### src/rtl/intc_pkg.sv
`timescale 1ns/1ps
package intc_pkg;
    localparam int WORD_W    = 32;
    localparam int NUM_BANKS = 2;
    localparam int LINES_W   = WORD_W * NUM_BANKS;
    localparam int ADDR_W    = 3;
    localparam int MODE_BIT  = WORD_W - 1;
    localparam int BYTES     = WORD_W / 8;

    typedef logic [WORD_W-1:0] word_t;

    localparam word_t LOW_BITS = ~(word_t'(1) << MODE_BIT);

    typedef enum logic [1:0] {
        SLOT_EVENTS = 2'd0,
        SLOT_ENABLE = 2'd1,
        SLOT_ACK    = 2'd2,
        SLOT_LINES  = 2'd3
    } slot_e;

    typedef struct packed {
        logic  bank;
        slot_e slot;
    } reg_sel_t;

    typedef struct packed {
        logic  en;
        logic  wipe;
        word_t bits;
    } ack_req_t;

    function automatic word_t swap_bytes(word_t w);
        word_t r;
        for (int i = 0; i < BYTES; i++)
            r[8*i +: 8] = w[8*(BYTES-1-i) +: 8];
        return r;
    endfunction
endpackage

### src/rtl/intc_enable_regs.sv
`timescale 1ns/1ps
module intc_enable_regs
    import intc_pkg::*;
(
    input  logic                           clk,
    input  logic                           rst,
    input  logic [NUM_BANKS-1:0]           wr,
    input  word_t                          wdata,
    output logic [NUM_BANKS-1:0][WORD_W-1:0] en_q,
    output logic [NUM_BANKS-1:0][WORD_W-1:0] en_d
);
    always_comb begin
        en_d = en_q;
        if (wr[0]) begin
            en_d[0]           = wdata;
            en_d[1][MODE_BIT] = wdata[MODE_BIT];
        end else if (wr[1]) begin
            en_d[1] = en_q[1] | (wdata & LOW_BITS);
        end
    end

    always_ff @(posedge clk) begin
        if (rst) en_q <= '0;
        else     en_q <= en_d;
    end

    p_mode_copy_r6: assert property (@(posedge clk) disable iff (rst)
        en_q[1][MODE_BIT] == en_q[0][MODE_BIT]);

    p_enb_sticky_r7: assert property (@(posedge clk) disable iff (rst)
        1'b1 |=> (($past(en_q[1]) & ~en_q[1] & LOW_BITS) == '0));
endmodule

### src/rtl/intc_event_bank.sv
`timescale 1ns/1ps
module intc_event_bank
    import intc_pkg::*;
(
    input  logic     clk,
    input  logic     rst,
    input  word_t    lines,
    input  logic     mode,
    input  word_t    en_next,
    input  word_t    en_cur,
    input  ack_req_t ack,
    output word_t    events_q,
    output word_t    events_d,
    output word_t    levels_q
);
    word_t changed, setters, captured, kept;

    always_comb begin
        changed  = lines ^ levels_q;
        setters  = mode ? changed : (changed & lines);
        captured = (events_q & ~changed) | setters;
        kept     = captured & en_next;
        if (ack.wipe)     events_d = '0;
        else if (ack.en)  events_d = kept & ~ack.bits;
        else              events_d = kept;
    end

    always_ff @(posedge clk) begin
        if (rst) begin
            events_q <= '0;
            levels_q <= '0;
        end else begin
            events_q <= events_d;
            levels_q <= lines;
        end
    end

    p_evt_masked_r5: assert property (@(posedge clk) disable iff (rst)
        (events_q & ~en_cur) == '0);

    p_lvl_track_r2: assert property (@(posedge clk) disable iff (rst)
        1'b1 |=> levels_q == $past(lines));
endmodule

### src/rtl/intc_dual_bank.sv
`timescale 1ns/1ps
module intc_dual_bank
    import intc_pkg::*;
(
    input  logic                 clk,
    input  logic                 rst,
    input  logic                 reg_we,
    input  logic [ADDR_W-1:0]    reg_addr,
    input  logic [WORD_W-1:0]    reg_wdata,
    output logic [WORD_W-1:0]    reg_rdata,
    input  logic [LINES_W-1:0]   irq_in,
    output logic                 cpu_irq
);
    reg_sel_t sel;
    word_t    wdata;
    logic     mode, ack_hit, wipe, irq_q;
    logic [NUM_BANKS-1:0]             en_wr;
    logic [NUM_BANKS-1:0][WORD_W-1:0] en_q, en_d, ev_q, ev_d, lv_q;
    ack_req_t [NUM_BANKS-1:0]         ack;
    word_t    rd_word;

    assign sel     = reg_sel_t'(reg_addr);
    assign wdata   = swap_bytes(reg_wdata);
    assign mode    = en_q[0][MODE_BIT];
    assign ack_hit = reg_we && (sel.slot == SLOT_ACK);
    assign wipe    = ack_hit && (sel.bank == 1'b0) && mode && wdata[MODE_BIT];

    intc_enable_regs u_enable (
        .clk   (clk),
        .rst   (rst),
        .wr    (en_wr),
        .wdata (wdata),
        .en_q  (en_q),
        .en_d  (en_d)
    );

    for (genvar b = 0; b < NUM_BANKS; b++) begin : g_bank
        assign en_wr[b]     = reg_we && (sel.slot == SLOT_ENABLE) && (sel.bank == 1'(b));
        assign ack[b].en    = ack_hit && (sel.bank == 1'(b));
        assign ack[b].wipe  = wipe;
        assign ack[b].bits  = wdata & LOW_BITS;

        intc_event_bank u_bank (
            .clk      (clk),
            .rst      (rst),
            .lines    (irq_in[b*WORD_W +: WORD_W]),
            .mode     (mode),
            .en_next  (en_d[b]),
            .en_cur   (en_q[b]),
            .ack      (ack[b]),
            .events_q (ev_q[b]),
            .events_d (ev_d[b]),
            .levels_q (lv_q[b])
        );
    end

    always_ff @(posedge clk) begin
        if (rst)                        irq_q <= 1'b0;
        else if (ack_hit && ev_d == '0) irq_q <= 1'b0;
        else if (ev_d != '0)            irq_q <= 1'b1;
    end
    assign cpu_irq = irq_q;

    always_comb begin
        case (sel.slot)
            SLOT_EVENTS: rd_word = ev_q[sel.bank];
            SLOT_ENABLE: rd_word = en_q[sel.bank];
            SLOT_LINES:  rd_word = lv_q[sel.bank];
            default:     rd_word = '0;
        endcase
        reg_rdata = swap_bytes(rd_word);
    end

    p_irq_cover_r11: assert property (@(posedge clk) disable iff (rst)
        (ev_q != '0) |-> irq_q);

    p_irq_hold_r11: assert property (@(posedge clk) disable iff (rst)
        (irq_q && !ack_hit) |=> irq_q);

    p_wipe_both_r9: assert property (@(posedge clk) disable iff (rst)
        wipe |=> (ev_q == '0) && !irq_q);
endmodule

### config.mk
export PLATFORM = sky130hd
export DESIGN_NAME = intc_dual_bank
export DESIGN_NICKNAME = d
export VERILOG_FILES = /design/src/rtl/intc_pkg.sv /design/src/rtl/intc_enable_regs.sv /design/src/rtl/intc_event_bank.sv /design/src/rtl/intc_dual_bank.sv
export SDC_FILE = /design/constraint.sdc
export NUM_CORES = 1
export LEC_CHECK = 0
export ABC_AREA = 0
export BUFFER_PORTS_ARGS = -buffer_cell sky130_fd_sc_hd__buf_2
export CAP_MARGIN = 0
export CORE_ASPECT_RATIO = 0.5
export CORE_MARGIN = 3
export CORE_UTILIZATION = 45
export CTS_CLUSTER_DIAMETER = 120
export DETAILED_ROUTE_END_ITERATION = 10
export SKIP_LAST_GASP = 1
export SYNTH_ARGS = -nofsm -noshare
export SYNTH_HDL_FRONTEND = slang
export SYNTH_SLANG_ARGS = --single-unit
### constraint.sdc
create_clock -name clk -period 4.8 [get_ports clk]
set_clock_uncertainty 0.2 [all_clocks]
set_input_delay 0.72 -clock clk [delete_from_list [all_inputs] [get_ports clk]]
set_output_delay 0.72 -clock clk [all_outputs]
set_load 0.03 [all_outputs]
Yosys cells after proc, flatten, opt, wreduce, memory -nomap -nowiden:

Cells that the tools add are included.

* logic and storage cells: 58
* output and inout port bits: 33
* input bits: 102
* register bits: 193

* mux-type cells: 17
* order comparisons: 1
* reductions and logical operators: 13
* equality and inequality tests: 3
* bitwise logic cells: 17

Operators by type and width (count)
* 32-bit 2-to-1 mux: 14
* 32-bit bitwise AND: 8
* 32-bit case mux with 3 select lines: 1
* 64-bit zero test: 1
* 32-bit inverter: 2
* 32-bit OR: 2
* 64-bit nonzero test: 1
* 32-bit bitwise XOR: 2
* 31-bit inverter with 32-bit output: 1
* 32-bit by 31-bit OR with 32-bit output: 1
* 31-bit 2-to-1 mux: 1
* 1-bit logical AND: 9
* 2-bit equality test, second input constant: 2
* 2-bit by 1-bit equality test with 1-bit output, second input constant: 1
* 2-bit zero test: 1
* 1-bit by 2-bit < comparator with 1-bit output, second input constant: 1
* 2-bit OR reduction: 1
* 1-bit 2-to-1 mux: 1
* 1-bit inverter: 1

Depth between registers and ports, before layout:

* depth in word-level cells: 12
* depth in mapped cells: 12

Cells and area by module:

From an unflattened synthesis, not the netlist that was laid out.

* cell total of the unflattened synthesis: 1305
* area, all modules: 12034.0 sq um

By module, submodules not included
* intc_event_bank: instances 2, cells each 372, area each 3759.9 sq um
* intc_enable_regs: instances 1, cells each 274, area each 2630.0 sq um
* intc_dual_bank: instances 1, cells each 287, area each 1884.3 sq um

Least setup slack after synthesis:

No wires, ideal clock.

* kind: input -> output
* start: in reg_addr[1]
* end: out reg_rdata[0]
* required time: 3.880 ns
* path slack: 1.568 ns
* data arrival time: 2.312 ns
* stages: 6
* path through: buf_2 > clkbuf_1 > clkbuf_1 > mux2_2 > a221oi_1 > nor2_1

* word-level cells in the longest chain between the ends: 2
* elaborated cells between the ends (all ways): 4
* classes of those cells: eq/ne (2); mux (1); reduce/logical (1)

RTL lines
* start, declared: line intc_dual_bank.sv:8 `input logic [ADDR_W-1:0] reg_addr,`
* 2-bit equality test (tied with other cells): line intc_dual_bank.sv:65 `case (sel.slot)`
* 32-bit case mux with 3 select lines (*): line intc_dual_bank.sv:65
* end, declared: line intc_dual_bank.sv:10 `output logic [WORD_W-1:0] reg_rdata,`

Every way passes the cells marked *; elsewhere a longest branch is shown, timed or not.

Worst setup path in the final report:

* start: in reg_addr[1]
* end: reg irq_q (netlist: cpu_irq)

* word-level cells in the longest chain between the ends: 12
* elaborated cells between the ends (all ways): 26
* classes of those cells: eq/ne (2); mux (8); bitwise (4); reduce/logical (12)

RTL lines
* 2-bit by 1-bit equality test with 1-bit output: line intc_dual_bank.sv:38 `assign en_wr[b] = reg_we && (sel.slot == SLOT_ENABLE) && (sel.bank == 1'(b));`
* 1-bit logical AND (2 in series): line intc_dual_bank.sv:38
* 32-bit 2-to-1 mux: line intc_enable_regs.sv:17 `end else if (wr[1]) begin`
* 31-bit 2-to-1 mux / 1-bit 2-to-1 mux (equally long branches): line intc_enable_regs.sv:14 `if (wr[0]) begin`
* 32-bit bitwise AND: line intc_event_bank.sv:22 `kept = captured & en_next;`
* 32-bit bitwise AND: line intc_event_bank.sv:24 `else if (ack.en) events_d = kept & ~ack.bits;`
* 32-bit 2-to-1 mux: line intc_event_bank.sv:24
* 32-bit 2-to-1 mux: line intc_event_bank.sv:23 `if (ack.wipe) events_d = '0;`
* 64-bit zero test: line intc_dual_bank.sv:59 `else if (ack_hit && ev_d == '0) irq_q <= 1'b0;`
* 1-bit logical AND: line intc_dual_bank.sv:59
* 2-bit OR reduction (no line)
* end signal, assigned: line intc_dual_bank.sv:58 `if (rst) irq_q <= 1'b0;`
* end signal, assigned: line intc_dual_bank.sv:59
* end signal, assigned: line intc_dual_bank.sv:60 `else if (ev_d != '0) irq_q <= 1'b1;`
* end, declared: line intc_dual_bank.sv:16 `logic mode, ack_hit, wipe, irq_q;`

Parallel ways exist; a longest one is shown, timed or not.
A chain may end at the register's enable or synchronous reset.

==> results.md <==
- Status: complete, no violations
- Max FO, Critical Path: 23
- Post-CTS Hold Fix Bufs: 0
- Total CTS buffers: 17
- Synth area leaders: dfxtp_1 38%, mux2_2 9.9%, ha_1 7.9%
- CP most frequent cell: buf_4
- Leading cell type in the layout, fill and taps excluded: dfxtp_1
- Leak: 4.92 nW
- Average wire per standard cell: 20.3 um
- Worst slew margin: 17.1%
- Clock Sinks: 193
- Tot Pwr: about 3.7 mW
- Minimum clock period: slightly below 4 ns
- CP Capture Type: flip-flop
- Max-cap violations: 0
- Total number of vias: 9096
- Worst Tran Pin Value: 1.21 ns
- Post-synthesis compound-gate area fraction: 18.4%
- Start of the worst register-to-register path: u_enable.en_q[31]
- # diodes: 0
- FILL cells: 2059
- Area leader, netlist: dfxtp_1
- Worst path required time: 4.87 ns
- First-pass GRT wire length: 49800 um
- Post-Route WL: 31900 um
- Synthesized area: between 10000 and 15000 sq um
- Final antenna-violating net count: 0
- Async SR Flop Fraction: 0%
- Register area: 3860 sq um
- GR Util All Layers: 26.0%
- Vias in the first global route: 8712
- IO Pins: 135
- Setup CP Type: in2reg
- Ys flop type: dfxtp_1
- Worst-path cell chain: buf_2 > buf_4 > nand4bb_1 > buf_4 > nor2_2 > buf_4 > a2111oi_0 > nor4_1 > nand3_1 > nor4_1 > a41oi_1
- Pins Over Slew Limit: 0
- Worst R2R Path Depth: 8
- Final nets: ~1400
- Hold WC Path Type: reg2reg
- Layout cell share with drive strength beyond 1: 23.1%
- Clock latency at the later pin of the worst-skew pair: 0.45 ns
- Synth Area in Adders: under 10%
- Initial antenna violation count: 0
- Syn nets: roughly 1300
- Xor and xnor area share after synthesis: 0%
- Most frequent cells in the layout: 192 x dfxtp_1, 133 x buf_2, 111 x nor2b_1
- Max Root-Sink Buffers: 2
- # rows: 38
- Die Ht: 112 um
- Setup tns final: 0 ns
- Clk slew on worst S/H paths: 0.07 ns
- Worst reg-to-reg setup slack: 1.05 ns
- DRC: 0
- Worst hold path depth: 2
- Die W: 219 um
- Post-DP Area: 11200 sq um
- PnR worst setup slack: 0.923 ns
- Final setup violation count: 0
- Seq cells post-synth: 193
- Min-delay src: u_enable.en_q[10]
- Fmax achieved: 258 MHz
- GR Overflow Total: 0
- Worst Setup EP: cpu_irq
- DR pass1 iterations: 6
- Initial DRC count: 759
- Final hold vios: 0
- RSZ-0062 raised after global routing: no
- # Post-CTS Setup Buffers: 0
- Area of the multi-input gates: approximately 5800 sq um
- Maximum VDD drop: 0.000156 V
- Yosys top cell area share: a little under two fifths
- EDFF count, synth: 0
- Final worst path period share: 80.8%
- Synth Instances: 1159
- Max stage delay cell, worst path: nor4_1
- Power Density: 314 nW/um^2
- Post-route cell area: 11800 sq um
- Core area: 21900 sq um
- Sequential share of the synthesized area: a little under two fifths
- HPWL after DPL: 22100 um
- Clock root buffer: clkbuf_16
- Hold slack: ~0.27 ns
- Largest net degree at the start of global routing: 138
- CTS tree: done
- Ys Warns: 0
- Port-buffer cells: 134
- Die area: 24600 sq um
- Layout area overhead: 15.7%
- Routed vias/inst: 5.79
- Number of library cell types mapped by synthesis: 41
- Startpoint Class: input port
- Worst setup path start: reg_addr[1]
- Pre-CTS setup slack: 0.562 ns
- Largest family of logic cells by synthesized area: compound AO/OA/AOI/OAI gates
- H-tree levels: 4
- Avg Inst Size Synth: 8.78 sq um
- Mux contribution to synthesized area: 12.9%
- GPL Wtd Cong: 0.843
- Worst path arrival time: 3.95 ns
- Post-synthesis simple-gate area fraction: 17.0%
- Starting Density: between 40% and 50%
- Terminus of the critical flop-to-flop path: cpu_irq
- CTS resizes: 0
- Crit-path max cell delay: 0.70 ns
## stage by stage
stage	utilization [%]	instances
final	53.7	1570
after global routing	53.7	1570
after CTS	53.7	1570
after detailed placement	51.0	1538
after global placement	51.0	1538
after floorplan	-	1159
## kinds of logic (layout without fill, tap and decap cells)
family / Yosys count / count (layout)
compound gates: 281 / 281
fa+ha+maj: 64 / 64
buf+inv: 153 / 264
flops: 193 / 193
mux: 120 / 120
simple gates: 348 / 348
## critical path: cells and delay by family
| family | cells | cell delay, ns |
|---|---|---|
| simple gates | 5 | 1.87 |
| compound gates | 2 | 0.28 |
| buf+inv | 4 | 1.07 |
## Yosys cell counts (2+ instances only)
master     count
a2111o_1       2
a2111oi_0     30
a211o_1        2
a21o_1         2
a21oi_1      110
a221oi_1      64
a22o_1         4
a22oi_1       10
buf_1          3
buf_2          3
buf_6          2
clkbuf_1      79
dfxtp_1      193
ha_1          64
inv_1         65
mux2_1         2
mux2_2        89
mux2i_1       29
nand2_1       83
nand3_1       12
nand4bb_1      2
nor2_1       101
nor2b_1      111
nor3_1        11
nor3b_1        7
nor4_1        11
nor4bb_1       2
o211ai_1       3
o21ai_0       31
o21bai_1       7
o22ai_1       13
or4_1          3
## registers in the layout (all words and copies together), names as in the netlist
name / count
g_bank.u_bank.levels_q: 64
u_enable.en_q: 64
g_bank.u_bank.events_q: 64
cpu_irq: 1
## power breakdown
group / internal [mW] / switching [mW] / total (mW)
Combinational: 0.215 / 0.329 / 0.544
Sequential: 1.65 / 0.0273 / 1.68
Clock: 0.843 / 0.638 / 1.48
## final cells by class
type	count	share of cell area (%)
clock buffer	21	3.91
clock inverter	11	1.16
multi-input combinational	813	48.9
tap	300	3.19
inverter	66	2.10
timing repair buffer	166	7.90
sequential	193	32.8
## worst min path at each step
| stage | to | slack [ns] |
|---|---|---|
| global route | u_enable.en_q[11] | 0.30 |
| finish | u_enable.en_q[10] | 0.27 |
| floorplan | u_enable.en_q[32] | 0.24 |
| detailed placement | u_enable.en_q[42] | 0.27 |
| CTS | u_enable.en_q[10] | 0.27 |
| global placement | u_enable.en_q[42] | 0.26 |
## layer usage
layer | wire length, um | track usage (%) | share of wire (%) | vias up
met5 | 0 | 0 | 0 | -
met4 | 471 | 7.29 | 1.5 | 0
met3 | 2190 | 4.46 | 6.9 | 38
met2 | 13800 | 39.5 | 43 | 310
met1 | 15400 | 37.9 | 48 | 4397
li1 | - | - | - | 4351
No activity file was read; power rests on OpenSTA's default activity.
